===== src/rtl/load_use_stall.sv =====
module load_use_stall #(
  parameter int REG_IDX_W = 5,
  parameter int CTRL_W = 8,
  parameter logic [CTRL_W-1:0] KILL_MASK = 8'h07
) (
  input  logic                 clk,
  input  logic                 rst_n,
  input  logic [REG_IDX_W-1:0] id_src_a,
  input  logic [REG_IDX_W-1:0] id_src_b,
  input  logic                 ex_load,
  input  logic [REG_IDX_W-1:0] ex_dst,
  input  logic [CTRL_W-1:0]    id_ctrl,
  output logic                 pc_we,
  output logic                 ifid_we,
  output logic                 bubble_sel,
  output logic [CTRL_W-1:0]    idex_ctrl
);

  logic hit_a, hit_b, hazard, stall, stall_q;

  assign hit_a  = (ex_dst == id_src_a);
  assign hit_b  = (ex_dst == id_src_b);
  assign hazard = ex_load && (ex_dst != '0) && (hit_a || hit_b);
  assign stall  = hazard && !stall_q;

  always_ff @(posedge clk) begin
    if (!rst_n) stall_q <= 1'b0;
    else        stall_q <= stall;
  end

  assign pc_we      = !stall;
  assign ifid_we    = !stall;
  assign bubble_sel = stall;
  assign idex_ctrl  = stall ? (id_ctrl & ~KILL_MASK) : id_ctrl;

  a_r7_single_cycle: assert property (@(posedge clk) disable iff (!rst_n)
    bubble_sel |=> !bubble_sel && pc_we && ifid_we);

  a_r5_zero_dst: assert property (@(posedge clk) disable iff (!rst_n)
    (ex_dst == '0) |-> (pc_we && ifid_we && !bubble_sel));

  a_r4_not_load: assert property (@(posedge clk) disable iff (!rst_n)
    !ex_load |-> (pc_we && ifid_we && !bubble_sel));

  a_r8_bubble_clears: assert property (@(posedge clk) disable iff (!rst_n)
    bubble_sel |-> ((idex_ctrl & KILL_MASK) == '0) &&
                   ((idex_ctrl & ~KILL_MASK) == (id_ctrl & ~KILL_MASK)));

  a_r8_passthru: assert property (@(posedge clk) disable iff (!rst_n)
    !bubble_sel |-> (idex_ctrl == id_ctrl));

endmodule


===== config.mk =====
export PLATFORM = sky130hd
export DESIGN_NAME = load_use_stall
export DESIGN_NICKNAME = d
export VERILOG_FILES = /design/src/rtl/load_use_stall.sv
export SDC_FILE = /design/constraint.sdc
export NUM_CORES = 1
export LEC_CHECK = 0
export ABC_AREA = 1
export BUFFER_PORTS_ARGS = -buffer_cell sky130_fd_sc_hd__buf_2
export CORE_AREA = 2 2 39 41
export CTS_CLUSTER_SIZE = 25
export DETAILED_ROUTE_END_ITERATION = 6
export DIE_AREA = 0 0 41 43
export PLACE_DENSITY = 0.68
export SLEW_MARGIN = 20
export SYNTH_ARGS = -nofsm -noshare
export SYNTH_HDL_FRONTEND = slang
export SYNTH_SLANG_ARGS = --single-unit

===== constraint.sdc =====
create_clock -name clk -period 2.5 [get_ports clk]
set_clock_uncertainty 0.1 [all_clocks]
set_input_delay 0 -clock clk [delete_from_list [all_inputs] [get_ports clk]]
set_output_delay 0 -clock clk [all_outputs]
set_load 0.01 [all_outputs]

# After elaboration in Yosys (flattened, before gate mapping)
# Index checks and enable logic that the tools add are counted.
# word_totals
ff_bits	1
inputBits	26
output_inout_bits	11
wordCells	11
# op_classes
n_eq_ne	2
muxes	1
reduce_logical	7
# ops
operator	n
$eq 5x5->1	2
$reduce_bool 5->1	1
$logic_and 1x1->1	3
$mux 3	1
$logic_not 1->1	2
$logic_or 1x1->1	1

# Depth between registers and ports, before layout
# Gate-level depths: netlist of the first run.
# logic_depth
word_depth	5
ltp_mapped	8
mapped_depth_nobuf	8

# Worst setup path before layout of the first run
# OpenSTA, ideal clock, no wires.
# synth_timing
kind	reg-to-output
from	register stall_q
to	output port pc_we
arrival_time_ns	0.761
required_ns	2.400
path_slack_ns	1.639
path_stages_with_launch	5
path_buffers	1
cell_sequence	dfxtp_1 > nand3b_1 > inv_1 > nand2_4 > buf_4
# synth_between
elab_chain_len	3
# synth_lines
element	line	rtl
start: declaration	19	logic hit_a, hit_b, hazard, stall, stall_q;
start signal: assignment	28	else stall_q <= stall;
$logic_not 1->1	24	assign stall = hazard && !stall_q;
$logic_and 1x1->1	24	
$logic_not 1->1	n/a	
end: declaration	13	output logic pc_we,
# Every way passes these cells.

# Worst setup path after layout of the first run
# layout_timing
from	input port ex_dst[0]
to	output port bubble_sel
# layout_between
elab_chain_len	4
# layout_lines
element	line	rtl
start: declaration	11	input logic [REG_IDX_W-1:0] ex_dst,
$eq 5x5->1, or another cell as far along	21	assign hit_a = (ex_dst == id_src_a);
$logic_or 1x1->1 / $logic_and 1x1->1 (equally long branches)	23	assign hazard = ex_load && (ex_dst != '0) && (hit_a || hit_b);
$logic_and 1x1->1 *	23	
$logic_and 1x1->1 *	24	
end: declaration	15	output logic bubble_sel,
# Every way passes the cells marked *; elsewhere a longest branch is shown, timed or not.

==> impl_metrics.ini, run 1 <==
[finish]
drive_gt1_frac = 0.3516
multi_input_comb_area_um2 = 188.9
reg.largest.list = stall_q: 1 flops
layout_commonest_cell = buf_2
seq_area_um2 = 20.02
diodes = 0
fillers = 153
regMostFlops = stall_q
largest_reg_flops = 1
most-common-layout-cells = buf_2, nand2_1, inv_1, nor2_1, dlygate4sd3_1
nNetsFinal = 119
syn2layout_area_growth_pct = 48.25

[sta]
slew_violations = 0
fmax_mhz = 1094
fin_crit_ns = 0.9143
hold_violations = 0
setup_viol = 0
setup-tns-final_ns = 0
period_share = 0.3657
setup_ws_ns = 1.586
tightest_slew_ns = 0.1670
relSlewSlack = 0.8885
rsz0062_at_grt = no

[power_and_ir_drop]
p_sw_frac = 0.4156
power.internal_w = 0.00004904
switchingPower_w = 0.00003487
p_clk_frac = 0
power-per-cell-area_nw_per_um2 = 176.0
seq_power_share = 0.198
p_comb_frac = 0.802
vdd_drop_max_mv = 0.09740
total_leakage_power_nw = 0.3385

[global_routing]
antenna_found_initial = 0
grt_util_all_layers = 0.06700
grt_pass1_wl_um = 897
grt_start_max_net_pins = 6
grt_pass1_vias = 268
gr-total-overflow = 0

[worst_setup_path]
path_max_fanout = 5
crit_path_start_kind = input port
path_class = input port to output pin
cp.required_ns = 2.40
cp_data_arrival_time_ns = 0.81
end_kind = output pin

[synthesis]
yosys-mux-area-fraction = 0
synth_top_family_by_area = simple AND/OR/NAND/NOR gates
synthesis.area_um2 = 321.6
syn_nets = 92
synth_top_area_share = 0.2335
synth.avg_cell_area_um2 = 4.872
yosysTopAreaCell = nand2_1
synth-compound-area-share = 0.04669
synthAdderAreaFrac = 0
ys_warn_count = 0
ys_seq_elements = 1
synth_simple_gate_area_share = 0.4864
yosys-top-cells-area = nand2_1, inv_1, buf_4
yosysSeqAreaShare = 0.06226
ys_types = 14
synth_cells = 66
synth-xor-area-share = 0.05447

[floorplan]
dieArea_um2 = 1763
fp.dieH_um = 43
die_w_um = 41
rows = 14
start_util = 0.2324
core_um2 = 1384
io_pins = 37

[placed_design]
port_buffers = 26
dp_hpwl_um = 619
globalplace.congestion = 0.6538
pre_cts_ws_ns = 1.579

[detailed_routing]
drt_iter0_drc = 4
route.detailed.drc = 0
wl_um = 753
dr.pass1.iters = 4
wire_per_inst_um = 7.037
vias = 419
ant_nets = 0
vias_per_cell = 3.916

[clocking]
ctsHoldBuffers = 5
cts_resized = 0
insertion_delay_ns = 0
post-cts-setup-buffer-count = 0
clk_pin_slew_ns = 0

[flow_run]
drv_cap = 0

[outcome]
status = complete, no violations

[worst_hold_path]
hold_class = input port to flop
layer usage:
layer / vias to the layer above / global-route usage / share of wire
li1: 232 / - / -
met1: 165 / 0.08571 / 0.47
met2: 22 / 0.1250 / 0.43
met3: 0 / 0 / 0.10
met4: 0 / 0 / 0
met5: - / 0 / 0
worst paths after layout:
path | from | to | slack (ns) | cells past startpoint
worst max register to register | stall_q | stall_q | 1.64 | 4
worst max-delay path | ex_dst[0] | bubble_sel | 1.59 | 9
worst min-delay path | rst_n | stall_q | 0.13 | 3
worst min register to register | stall_q | stall_q | 0.53 | 4
worst max-delay path, cell delays in order:
cell and delay (ns):
buf_2 0.13, nor2_1 0.10, nor2_1 0.05, nor2_1 0.10, nand3_1 0.09, nand2_2 0.12, nand2_4 0.07, inv_1 0.05
buf_2 0.11
power groups by stage:
stage / Sequential (W) / Combinational (W) / Clock (W)
6_report: 0.0000166 / 0.0000673 / 0
5_1_grt: 0.0000166 / 0.0000745 / 0
4_1_cts: 0.0000166 / 0.0000675 / 0
3_5_place_dp: 0.0000166 / 0.0000585 / 0
3_3_place_gp: 0.0000166 / 0.0000570 / 0
2_1_floorplan: 0.0000166 / 0.0000395 / 0
stage by stage:
stage | std cells | cell area, µm² | total power (W) | utilization | hold slack (ns)
after floorplan | 66 | 321.6 | 0.00005613 | - | -0.01589
after global placement | 102 | 426.7 | 0.00007367 | 0.3083 | -0.09993
after detailed placement | 102 | 426.7 | 0.00007515 | 0.3083 | -0.09993
after CTS | 107 | 476.7 | 0.00008414 | 0.3445 | 0.1331
after global routing | 107 | 476.7 | 0.00009115 | 0.3445 | 0.1453
final | 107 | 476.7 | 0.00008392 | 0.3445 | 0.1277
synth_stat cells:
| cell | n |
|---|---|
| nand2_1 | 20 |
| inv_1 | 15 |
| nor2_1 | 9 |
| buf_4 | 6 |
| a21oi_1 | 3 |
| inv_2 | 3 |
| nand3_1 | 2 |
| xnor2_1 | 2 |
| dfxtp_1 | 1 |
| nand2_2 | 1 |
| nand2_4 | 1 |
| nand3b_1 | 1 |
| nand4_1 | 1 |
| nor2_2 | 1 |
cell type report:
class                           count  area share
Sequential cell                     1     0.04199
Tap cell                           16     0.04199
Timing Repair Buffer               31      0.3780
Multi-Input combinational cell     41      0.3963
Inverter                           18      0.1417
cell families after synthesis:
family,Yosys count
AND/OR/NAND/NOR,36
buffers and inverters,24
AO/OA/AOI/OAI,3
XOR/XNOR,2
flip-flops,1
Power figures use the tool's default switching activity.
==> run 2: changes to the inputs <==
- clock period: 2.5 -> 0.88 ns (I/O delays scaled with it)
==> run 2 against run 1 <==
The run now ends with setup timing left; sequential cell count did not move; final area grew 23%; via count increased by 2.6%; wire length increased by 11%; setup slack got worse by 1.6 ns; final cell count unchanged; combinational power rose to 3.7 times the previous value; utilization up 8.0 points; sequential power rose to 2.8 times the previous value; sequential share of layout area fell by 0.80 points; critical endpoint unchanged; first-iteration DRC count rose by 25%.
==> impl_metrics.ini, run 2 (synthesis gave the netlist of run 1 again) <==
[finish]
final_core_util = 0.4250
diodes = 0
reg.largest.list = stall_q: 1 flops
syn2layout_area_growth_pct = 82.88
most-common-layout-cells = nand2_1, buf_2, inv_1, buf_6, inv_2
regMostFlops = stall_q
largest_reg_flops = 1
nNetsFinal = 119
drive_gt1_frac = 0.5165

[detailed_routing]
vias_per_cell = 4.019
dr.pass1.iters = 3
wire_per_inst_um = 7.813
route.detailed.drc = 0
wl_um = 836
ant_nets = 0
vias = 430
drt_iter0_drc = 5

[worst_setup_path]
cp-startpoint = ex_dst[0]
reg2reg_setup_slack_ns = 0.02
path_cells = buf_12 -> nor2_1 -> nor2_1 -> nor2_1 -> nand3_1 -> nand2_2 -> nand2_4 -> inv_2 -> buf_6
worst_path_max_delay_cell = nand2_2
end_kind = output pin
ff2ff_path_depth = 4
slowest_delay_ns = 0.13
crit_path_start_kind = input port
cpMostUsedCell = nor2_1
endpoint = bubble_sel
timing.rr.start = stall_q
path_max_fanout = 5
r2r_end = stall_q
path_class = input port to output pin
cp_data_arrival_time_ns = 0.82
cp.required_ns = 0.78

[sta]
rsz0062_at_grt = yes
slew_violations = 0
fin_crit_ns = 0.9203
fmax_mhz = 1087
relSlewSlack = 0.9100
setup_ws_ns = -0.04031
period_share = 1.046
setup_viol = 7
hold_violations = 0
tightest_slew_ns = 0.1340

[floorplan]
core_um2 = 1384
rows = 14
fp.dieH_um = 43
die_w_um = 41
dieArea_um2 = 1763
io_pins = 37
start_util = 0.2324

[placed_design]
dp_hpwl_um = 619
port_buffers = 26
globalplace.congestion = 0.6537

[power_and_ir_drop]
p_sw_frac = 0.3951
vdd_drop_max_mv = 0.2906
power_w = 0.0002945
p_clk_frac = 0
switchingPower_w = 0.0001164
seq_power_share = 0.160
power-per-cell-area_nw_per_um2 = 500.9
power.internal_w = 0.0001782
p_comb_frac = 0.840
total_leakage_power_nw = 0.3651

[global_routing]
grt_pass1_wl_um = 1014
gr-total-overflow = 0
grt_util_all_layers = 0.07600
grt_pass1_vias = 302
grt_start_max_net_pins = 6
antenna_found_initial = 0

[flow_run]
drv_cap = 0

[worst_hold_path]
hold_class = input port to flop

[clocking]
post-cts-setup-buffer-count = 0
clk_pin_slew_ns = 0
insertion_delay_ns = 0

[outcome]
violations = setup timing
status = complete, but fails checks
==> run 2: timing repair <==
action,4_1_cts,5_1_grt
gates resized for setup,10,23
hold buffers,5,0
endpoints found under the hold margin,5,0
pin swaps,9,15
endpoints found under the setup margin,7,7
==> run 2: final cells by class <==
class	count	area, µm²
Fill cell	144	795.8
Timing Repair Buffer	31	254.0
Multi-Input combinational cell	41	226.5
Inverter	18	67.56
Sequential cell	1	20.02
Tap cell	16	20.02
==> run 2: power by group through the flow <==
| stage | logic (W) | clock network, W | registers, W |
|---|---|---|---|
| floorplan | 0.000112 | 0 | 0.0000472 |
| global placement | 0.000162 | 0 | 0.0000473 |
| detailed placement | 0.000166 | 0 | 0.0000472 |
| CTS | 0.000209 | 0 | 0.0000472 |
| global route | 0.000270 | 0 | 0.0000473 |
| finish | 0.000247 | 0 | 0.0000472 |
==> run 2: metal layers <==
metal  global-route usage  vias to the layer above  routed length [µm]
met5                    0                        -                   0
met4                    0                        0                   0
met3                    0                        0                  86
met2               0.1469                       22                 405
met1              0.09206                      175                 343
li1                     -                      233                   -
==> run 2: worst min-delay path by stage <==
| stage | startpoint | to | slack (ns) | cells past startpoint |
|---|---|---|---|---|
| 6_report | rst_n | stall_q | 0.14 | 3 |
| 5_1_grt | rst_n | stall_q | 0.15 | 3 |
| 4_1_cts | rst_n | stall_q | 0.13 | 3 |
| 3_5_place_dp | id_ctrl[3] | idex_ctrl[3] | -0.1 | 0 |
| 3_3_place_gp | id_ctrl[3] | idex_ctrl[3] | -0.1 | 0 |
| 2_1_floorplan | id_ctrl[0] | idex_ctrl[0] | -0.02 | 2 |
==> run 2: worst max-delay path, delay by kind of cell <==
kind                   cells  cell delay (ns)
buffers and inverters      3             0.26
AND/OR/NAND/NOR            6             0.56
==> run 2: through the flow <==
step / worst slack [ns] / instances / cell area (µm²) / hold WS, ns / setup TNS (ns)
6_report: -0.04031 / 107 / 588.1 / 0.1364 / -0.1532
5_1_grt: -0.08866 / 107 / 588.1 / 0.1540 / -0.5341
4_1_cts: -0.02793 / 107 / 514.2 / 0.1331 / -0.08507
3_5_place_dp: -0.04097 / 102 / 426.7 / -0.09993 / -0.1431
3_3_place_gp: -0.02989 / 102 / 426.7 / -0.09993 / -0.07140
2_1_floorplan: 0.01908 / 66 / 321.6 / -0.01589 / 0
==> run 3: changes to the inputs <==
- REMOVE_ABC_BUFFERS: default -> 1
==> run 3 against run 2 <==
Hold slack worse by 0.012 ns; the flow still finishes with violations (setup timing); maximum frequency shrank 0.42%; final cell count did not move; final area is 3.2% lower; largest cell class unchanged; highest routed layer unchanged; wire length fell by 3.7%; setup slack got worse by 0.0038 ns; sequential cell count unchanged; largest power group unchanged.
==> impl_metrics.ini, run 3 (synthesis gave the netlist of run 1 again) <==
[detailed_routing]
dr.pass1.iters = 3
route.detailed.drc = 0
drt_iter0_drc = 6
wl_um = 805
wire_per_inst_um = 7.523
ant_nets = 0
vias = 420
vias_per_cell = 3.925

[finish]
drive_gt1_frac = 0.4835
stdcell_area_um2 = 569.3
largest_reg_flops = 1
most-common-layout-cells = nand2_1, buf_2, inv_1, inv_2, nor2_1
nNetsFinal = 119
regMostFlops = stall_q
fillers = 135
diodes = 0
reg.largest.list = stall_q: 1 flops
syn2layout_area_growth_pct = 77.04
multi_input_comb_area_um2 = 222.7
seq_area_um2 = 20.02

[placed_design]
globalplace.congestion = 0.6585
port_buffers = 26
dp_hpwl_um = 610.5
dpl_cell_area_um2 = 426.7

[flow_run]
drv_cap = 0

[power_and_ir_drop]
total_leakage_power_nw = 0.3565
vdd_drop_max_mv = 0.2486
power-per-cell-area_nw_per_um2 = 498.0

[worst_setup_path]
end_kind = output pin
path_max_fanout = 4
cp_data_arrival_time_ns = 0.82
path_class = input port to output pin
crit_path_start_kind = input port
cp.required_ns = 0.78

[sta]
setup_viol = 7
slew_violations = 0
fmax_mhz = 1082
period_share = 1.050
fin_crit_ns = 0.9241
setup_ws_ns = -0.04414
relSlewSlack = 0.9032
hold_ws_ns = 0.1242
hold_violations = 0
rsz0062_at_grt = yes
setup-tns-final_ns = -0.1799
tightest_slew_ns = 0.1441

[global_routing]
antenna_found_initial = 0
grt_util_all_layers = 0.08400
grt_start_max_net_pins = 6
grt_pass1_vias = 319
grt_pass1_wl_um = 1124
gr-total-overflow = 0

[floorplan]
core_um2 = 1384
fp.dieH_um = 43
rows = 14
io_pins = 37
die_w_um = 41
start_util = 0.2324
dieArea_um2 = 1763

[clocking]
post-cts-setup-buffer-count = 0
clk_pin_slew_ns = 0
insertion_delay_ns = 0

[worst_hold_path]
hold_class = input port to flop

[outcome]
status = complete, but fails checks
violations = setup timing
run 3: cell counts in the layout (fill, tap and decap cells not counted):
No cell type changed its count.
run 3: cell type report:
| type | instances | share of cell area |
|---|---|---|
| inverters | 18 | 0.1187 |
| multi-input cells | 41 | 0.3912 |
| flip-flops and latches | 1 | 0.03516 |
| repair buffers | 31 | 0.4198 |
| well taps | 16 | 0.03516 |
run 3: what timing repair did:
item	CTS	global route
endpoints found under the hold margin	5	0
pin swaps	6	5
setup endpoints to repair	7	7
gates resized for setup	12	14
hold buffers	5	0
run 3: worst paths after layout:
kind	start	endpoint	slack (ns)	depth (start not counted)
max reg2reg	stall_q	stall_q	0.01	4
max	id_src_b[0]	bubble_sel	-0.04	9
min	rst_n	stall_q	0.12	3
min reg2reg	stall_q	stall_q	0.53	4
run 3: through the flow:
step                power [W]    util  setup WS (ns)  std cells
floorplan           0.0001340       -        0.01706         60
global placement    0.0002091  0.3083       -0.04270        102
detailed placement  0.0002121  0.3083       -0.05178        102
CTS                 0.0002583  0.3761       -0.03562        107
global route        0.0003102  0.4114        -0.1096        107
finish              0.0002835  0.4114       -0.04414        107
run 3: where the power goes:
part / internal [W] / switching, W
sequential: 0.0000471 / 0.000000111
combinational: 0.000124 / 0.000113
clock: 0 / 0
total: 0.000171 / 0.000113
run 3: layer usage:
| metal | share of wire | vias to the layer above | global-route usage |
|---|---|---|---|
| met5 | 0 | - | 0 |
| met2 | 0.52 | 14 | 0.1469 |
| met1 | 0.41 | 171 | 0.1175 |
| met3 | 0.071 | 0 | 0 |
| li1 | - | 235 | - |
| met4 | 0 | 0 | 0 |
run 3: critical path, stage by stage:
cell and delay [ns]:
buf_8 0.10, nor2_4 0.08, nor2_1 0.04, nor2_1 0.12
nand3_1 0.10, nand2_2 0.15, nand2_4 0.09, inv_2 0.06
buf_6 0.09
